## config.mk

```make
export PLATFORM = sky130hd
export DESIGN_NAME = jump_target_unit
export DESIGN_NICKNAME = d
export VERILOG_FILES = /design/src/rtl/jump_target_unit.sv
export SDC_FILE = /design/constraint.sdc
export NUM_CORES = 1
export LEC_CHECK = 0
export CORE_ASPECT_RATIO = 1.1
export CORE_MARGIN = 5
export CORE_UTILIZATION = 30
export DETAILED_ROUTE_END_ITERATION = 10
export GPL_TIMING_DRIVEN = 0
export PLACE_DENSITY_LB_ADDON = 0.08
export SKIP_LAST_GASP = 1
export SYNTH_ARGS = -nofsm -noshare
export SYNTH_HDL_FRONTEND = slang
export SYNTH_SLANG_ARGS = --single-unit
```

## constraint.sdc

```tcl
create_clock -name vclk -period 10.4
set_clock_uncertainty 0.15 [all_clocks]
set_input_delay 3.12 -clock vclk [all_inputs]
set_output_delay 3.12 -clock vclk [all_outputs]
set_load 0.005 [all_outputs]
```

## src/rtl/jump_target_unit.sv

```systemverilog
module jump_target_unit #(
  parameter int unsigned LINK_REG = 31
) (
  input  logic        rst,
  input  logic [31:0] pc,
  input  logic [31:0] instr,
  input  logic [31:0] rs_val,
  input  logic [31:0] rt_val,
  output logic        taken,
  output logic [31:0] target,
  output logic        link_we,
  output logic [4:0]  link_reg,
  output logic [31:0] link_val
);

  localparam logic [5:0] OP_BEQ = 6'b000100;
  localparam logic [5:0] OP_J   = 6'b000010;
  localparam logic [5:0] OP_JAL = 6'b000011;

  logic [5:0]  opcode;
  logic [31:0] seq_pc;
  logic [31:0] br_off;
  logic [31:0] br_tgt;
  logic [31:0] jmp_tgt;
  logic        is_jump;
  logic        is_call;
  logic        beq_hit;

  assign opcode  = instr[31:26];
  assign seq_pc  = pc + 32'd4;
  assign br_off  = {{14{instr[15]}}, instr[15:0], 2'b00};
  assign br_tgt  = seq_pc + br_off;
  assign jmp_tgt = {seq_pc[31:28], instr[25:0], 2'b00};

  assign is_call = (opcode == OP_JAL);
  assign is_jump = (opcode == OP_J) || is_call;
  assign beq_hit = (opcode == OP_BEQ) && (rs_val == rt_val);

  assign taken    = !rst && (beq_hit || is_jump);
  assign target   = rst     ? 32'd0   :
                    beq_hit ? br_tgt  :
                    is_jump ? jmp_tgt : seq_pc;

  assign link_we  = !rst && is_call;
  assign link_reg = link_we ? 5'(LINK_REG) : 5'd0;
  assign link_val = link_we ? seq_pc : 32'd0;

endmodule


```

# ---- After elaboration in Yosys (flattened, before gate mapping)
# Cells that the tools add are included.
dict set report classes {
  n_addsub 2
  eq_ne 4
  n_mux 5
  n_reduce_logical 6
}
# cell count
set ops {}
lappend ops {{32-bit two-way mux} 3}
lappend ops {{32-bit by 3-bit adder with 32-bit output, second input constant} 1}
lappend ops {{32-bit adder} 1}
lappend ops {{32-bit == test} 1}
lappend ops {{28-bit two-way mux} 1}
lappend ops {{6-bit by 2-bit == test with 1-bit output, second input constant} 2}
lappend ops {{6-bit by 3-bit == test with 1-bit output, second input constant} 1}
lappend ops {{5-bit two-way mux} 1}
lappend ops {{1-bit logical AND} 3}
lappend ops {{1-bit logical OR} 2}
lappend ops {{1-bit logical NOT} 1}
dict set report word_totals {
  reg_bits 0
  inputBits 129
  out_inout_bits 71
  elab_cells 17
}

# ---- Depth between registers and ports, before layout
# Gate-level depths: netlist of run 1.
dict set report depth {
  word_depth 5
  depth_mapped 19
  mapped_depth_nobuf 17
}

# ---- Worst setup path after synthesis of run 1
# OpenSTA, ideal clock, no wires.
dict set report synth_timing {
  kind {input to output}
  startpoint {input pc[5]}
  endpoint {output target[23]}
  arrival_ns 6.033
  required_time_ns 7.130
  slack_ns 1.097
  cell_stages 17
  n_path_buf 1
  cell_sequence {and2_2 -> and4_1 -> and3_1 -> buf_4 -> nand3_2 -> nor2b_1 -> xor2_1 -> ha_1 -> or3_1 -> o21ai_0 -> a21oi_1 -> a21oi_1 -> a21oi_2 -> and2_1 -> o21a_1 -> mux2_4 -> a21oi_2}
}
dict set report synth_via {
  elab_chain_cells 4
  word_cells_on_any_way 5
  cone_classes {add/sub: 2; mux: 3}
}
# element line
set synth_rtl {}
lappend synth_rtl {{from (decl)} 5} ;# input logic [31:0] pc,
lappend synth_rtl {{32-bit by 3-bit adder with 32-bit output *} 30} ;# assign seq_pc = pc + 32'd4;
lappend synth_rtl {{32-bit adder or 28-bit two-way mux (tied branches)} {32, 42}}
lappend synth_rtl {{32-bit two-way mux *} 41} ;# beq_hit ? br_tgt :
lappend synth_rtl {{32-bit two-way mux *} 40} ;# assign target = rst ? 32'd0 :
lappend synth_rtl {{to (decl)} 10} ;# output logic [31:0] target,
# Mark *: on every way between the ends. The rest lies on a longest branch, timed or not.

# ---- Worst setup path in the final report of run 1
dict set report layout_timing {
  startpoint {input pc[8]}
  endpoint {output target[29]}
}
dict set report layout_via {
  elab_chain_cells 4
}
# element line
set layout_rtl {}
lappend layout_rtl {{32-bit by 3-bit adder with 32-bit output *} 30}
lappend layout_rtl {{32-bit adder} 32} ;# assign br_tgt = seq_pc + br_off;
lappend layout_rtl {{32-bit two-way mux *} 41}
lappend layout_rtl {{32-bit two-way mux *} 40}
# Marks and branches as above.

==> out/metrics.cfg, run 1 <==
[grt]
grt_max_degree=18
grt_pass1_wl_um=24100
grtUsageMet1=0.249
top_usage_layer=met2
grt.total_usage=0.212
grt_pass1_vias=4902
overflow=0
antenna_found_initial=0
grt_util_met3=0.0382
use_met2=0.391

[yosys]
synthesis.nets=666
ys_types=66
ys_warn_count=0
synthCells=501
synth_top_area_frac=0.126
syn_avg_cell_area_um2=6.96
yosysSeqAreaShare=0
syn_area_mm2=0.00349
synth_common_cells=47 x a21oi_1, 41 x xnor2_1, 40 x xor2_1
synth_most_common_cell=a21oi_1
synth_top_cell_by_area=ha_1
yosys-top-cells-area=ha_1 13%, xnor2_1 10%, xor2_1 10%

[floorplan]
die_w_um=113
core_area_mm2=0.0114
num_rows=41
pin_count=200
die-area_mm2=0.0139
dieHeight_um=123
start_util=0.305

[clock_tree]
hold_buffers=0

[worst_setup_path]
crit_type=input pin to primary output
cp.required_ns=7.13
critPathArrivalTime_ns=6.94
cp_max_fo=9
worstSetupStartpointType=input pin
crit_path_end_kind=primary output
critPathLaunch=pc[8]

[sta]
relSlewSlack=0.373
fmax_ghz=0.0979
finalWorstSetupSlack_ns=0.188
finalHoldViolCount=0
period_share=0.982
setup_viol=0
worst_pin_slew_ns=0.937
finalMaxSlewViolations=0
rsz0062_at_grt=true
period_needed_ns=10.21

[layout]
clockBufferCount=0
area_growth_pct=73.0
layout-drive-gt1-share=0.124
seq_cells=0
nets=876
regArea_um2=0

[hold_path]
hp-start=instr[21]
min_path_type=input pin to primary output

[power_and_ir_drop]
total_power_mw=0.251
power_density_mw_per_mm2=41.6
ir_worst_vdd_mv=0.0178
p_leak_nw=2.42

[flow_run]
maxCapViolCount=0

[detailed_routing]
drtPass1Iterations=4
drt-initial-drc-count=166
wl_per_cell_um=18.3
via_count=4586
final_antenna_net_count=0
drc=0
vias_per_cell=5.33
drt-total-wl_um=15700

[run_status]
status=finished, final reports clean

[placement]
gp_congestion=0.943
place_ws_ns=-0.578
port_buffers=200
hpwl_um=13200

through the flow:
stage          hold WS [ns]  area [µm²]  TNS (ns)  cells   util
4_1_cts                7.05        5910    -0.208    856  0.517
5_1_grt                6.99        6030   -0.0886    859  0.527
3_3_place_gp           7.04        5680     -3.92    851  0.496
3_5_place_dp           7.05        5680     -4.62    851  0.496
2_1_floorplan          6.18        3490         0    501      -
6_report               6.92        6030         0    860  0.528
metal layers:
| layer | part of all wire | wire, µm |
|---|---|---|
| met3 | 0.077 | 1210 |
| met2 | 0.50 | 7860 |
| met4 | 0.027 | 427 |
| met5 | 0 | 0 |
| met1 | 0.40 | 6230 |
final timing paths:
check          to  slack (ns)  depth (start not counted)
max    target[29]        0.19                         19
min    target[23]        6.92                          6
kinds of logic after synthesis:
logic type               synth area share
XOR/XNOR                            0.217
AO/OA/AOI/OAI                       0.270
multiplexers                      0.00717
buffers and inverters              0.0588
AND/OR/NAND/NOR                     0.315
adder cells (fa/ha/maj)             0.131
critical path, cell delays in order:
cell and delay [ns]:
clkdlybuf4s50_1 0.51, and4_4 0.28, and3_1 0.18, buf_6 0.13
nand3_4 0.11, nor2b_4 0.19, nand3_1 0.14, xnor2_2 0.24
ha_4 0.26, nand2_2 0.10, o21ai_1 0.10, a21o_1 0.19
a21oi_1 0.19, o21ai_0 0.10, a21oi_1 0.18, xnor2_1 0.17
nand2_2 0.08, a21oi_2 0.13, clkdlybuf4s50_1 0.53
layout make-up:
type | count | area [µm²]
Timing Repair Buffer | 214 | 2110
Buffer | 20 | 126
Multi-Input combinational cell | 458 | 3540
Fill cell | 1135 | 5410
Inverter | 17 | 63.8
Antenna cell | 1 | 2.50
Tap cell | 150 | 188
power breakdown:
group / switching (mW) / total, mW / internal, mW
Combinational: 0.120 / 0.251 / 0.131
Sequential: 0 / 0 / 0
Clock: 0 / 0.0000000130 / 0.0000000130
cell usage in the layout (no fill, tap or decap), types with 4 or more instances in the layout:
master             n
clkdlybuf4s50_1  187
a21oi_1           41
xnor2_1           36
xor2_1            36
nor2_1            35
nand2_1           29
ha_1              28
and2_1            26
buf_4             21
nand4_1           20
inv_1             17
o21ai_0           17
o221ai_1          16
nand3_1           14
nor3_1            13
a21o_1            13
a21oi_2            9
and3_1             8
xnor2_2            8
clkbuf_1           8
dlygate4sd2_1      7
o21ai_1            6
dlymetal6s2s_1     6
nor4_1             5
nor2b_1            5
ha_4               5
xor2_2             4
a31oi_1            4
o21bai_1           4
o21a_1             4
timing repair:
| item | in CTS | in global routing |
|---|---|---|
| resized for setup | 49 | 24 |
| buffers inserted | 9 | 5 |
| endpoints found under the hold margin | 0 | 0 |
| pin swaps | 12 | 8 |
| setup endpoints to repair | 16 | 14 |
No activity file was read; power rests on OpenSTA's default activity.
==> inputs of run 2 (changes only) <==
--- a/config.mk
+++ b/config.mk
@@ -11,6 +11,7 @@
 export DETAILED_ROUTE_END_ITERATION = 10
 export GPL_TIMING_DRIVEN = 0
 export PLACE_DENSITY_LB_ADDON = 0.08
+export SETUP_SLACK_MARGIN = 0.1
 export SKIP_LAST_GASP = 1
 export SYNTH_ARGS = -nofsm -noshare
 export SYNTH_HDL_FRONTEND = slang
==> out/metrics.cfg, run 2 (synthesis gave the netlist of run 1 again) <==
[grt]
grt_max_degree=18
overflow=0
grt.total_usage=0.214
grt_pass1_vias=4954
antenna_found_initial=0
grt_pass1_wl_um=24400

[power_and_ir_drop]
power_density_mw_per_mm2=41.8
p_leak_nw=2.50
ir_worst_vdd_mv=0.0183

[placement]
gp_congestion=0.943
port_buffers=200
hpwl_um=13200

[sta]
fmax_ghz=0.0989
setup_viol=0
finalMaxSlewViolations=0
rsz0062_at_grt=true
holdWs_ns=6.88
relSlewSlack=0.358
period_share=0.972
finalHoldViolCount=0
period_needed_ns=10.11
worst_pin_slew_ns=0.960

[floorplan]
pin_count=200
die_w_um=113
num_rows=41
die-area_mm2=0.0139
core_area_mm2=0.0114
start_util=0.305
dieHeight_um=123

[detailed_routing]
drtPass1Iterations=4
final_antenna_net_count=0
wl_per_cell_um=18.3
vias_per_cell=5.31
drc=0
drt-initial-drc-count=180
via_count=4605
drt-total-wl_um=15800

[worst_setup_path]
cp.required_ns=7.13
crit_type=input pin to primary output
worstSetupStartpointType=input pin
crit_path_end_kind=primary output
critical-path-max-stage-delay_ns=0.53
critPathArrivalTime_ns=6.84
cp_max_fo=8
crit_slowest_cell=clkdlybuf4s50_1
path_cells=clkdlybuf4s50_1 -> and4_4 -> and3_1 -> buf_6 -> nand3_4 -> nor2b_4 -> buf_4 -> xor2_4 -> ha_4 -> a21o_1 -> o21bai_1 -> nand4_1 -> nand2_1 -> a21oi_2 -> o21ai_0 -> o21a_1 -> mux2i_1 -> nand2_1 -> clkdlybuf4s50_1

[layout]
final_util=0.540
regArea_um2=0
layout_common_cells=183 x clkdlybuf4s50_1, 35 x nor2_1, 35 x xor2_1, 35 x xnor2_1, 35 x a21oi_1
area_growth_pct=77.0
layout-drive-gt1-share=0.153
clockBufferCount=0
nets=884
diodes=0
multi_input_area_mm2=0.00364
seq_cells=0
n_fill_cell=1128
final_common_cell=clkdlybuf4s50_1

[flow_run]
maxCapViolCount=0

[clock_tree]
hold_buffers=0

[hold_path]
min_path_type=input pin to primary output

[run_status]
status=finished, final reports clean

run 2: cell types whose count changed in the layout (fill, tap and decap cells not counted), moves of 3 or more:
cell / delta
clkbuf_2: +3
a21oi_2: +6
clkbuf_4: +3
o21ai_0: -3
a21oi_1: -6
buf_4: +3
clkdlybuf4s50_1: -4
run 2: repair_timing:
item	in CTS	in global routing
setup endpoints to repair	16	13
resized for setup	65	43
pin swaps	15	17
setup buffers	11	6
run 2: worst paths after layout:
kind / start / endpoint / slack, ns / cells after the start
worst min-delay path: instr[22] / target[24] / 6.88 / 4
worst max-delay path: pc[6] / target[30] / 0.29 / 19
run 2: critical path: cells and delay by family:
family | cells | cell delay (ns)
buffers and inverters | 4 | 1.31
AO/OA/AOI/OAI | 5 | 0.80
multiplexers | 1 | 0.12
XOR/XNOR | 1 | 0.20
AND/OR/NAND/NOR | 7 | 1.02
adder cells (fa/ha/maj) | 1 | 0.25
run 2: final cells by class:
class | instances | area share
repair buffers | 217 | 0.345
well taps | 150 | 0.0304
inverters | 17 | 0.0103
plain buffers | 25 | 0.0255
multi-input cells | 458 | 0.589
run 2: per-layer routing:
metal / share of wire / vias to the layer above / wire length, µm / global-route usage
met5: 0 / - / 0 / 0
met4: 0.035 / 0 / 554 / 0.0661
met3: 0.062 / 38 / 977 / 0.0387
met2: 0.50 / 158 / 7850 / 0.397
met1: 0.41 / 2131 / 6450 / 0.249
li1: - / 2278 / - / -
run 2: power breakdown:
| group | switching, mW | internal [mW] | leakage [nW] | total (mW) |
|---|---|---|---|---|
| combinational | 0.124 | 0.134 | 2.50 | 0.258 |
| sequential | 0 | 0 | 0 | 0 |
| clock | 0 | 0 | 0 | 0 |
run 2: through the flow:
step	total power, mW	area (µm²)	cells	setup TNS [ns]	worst slack [ns]
floorplan	0.128	3490	501	0	1.10
global placement	0.231	5680	851	-3.92	-0.526
detailed placement	0.232	5680	851	-4.62	-0.578
CTS	0.246	5990	862	-0.0425	-0.0425
global route	0.281	6170	867	0	0.0495
finish	0.258	6170	867	0	0.291
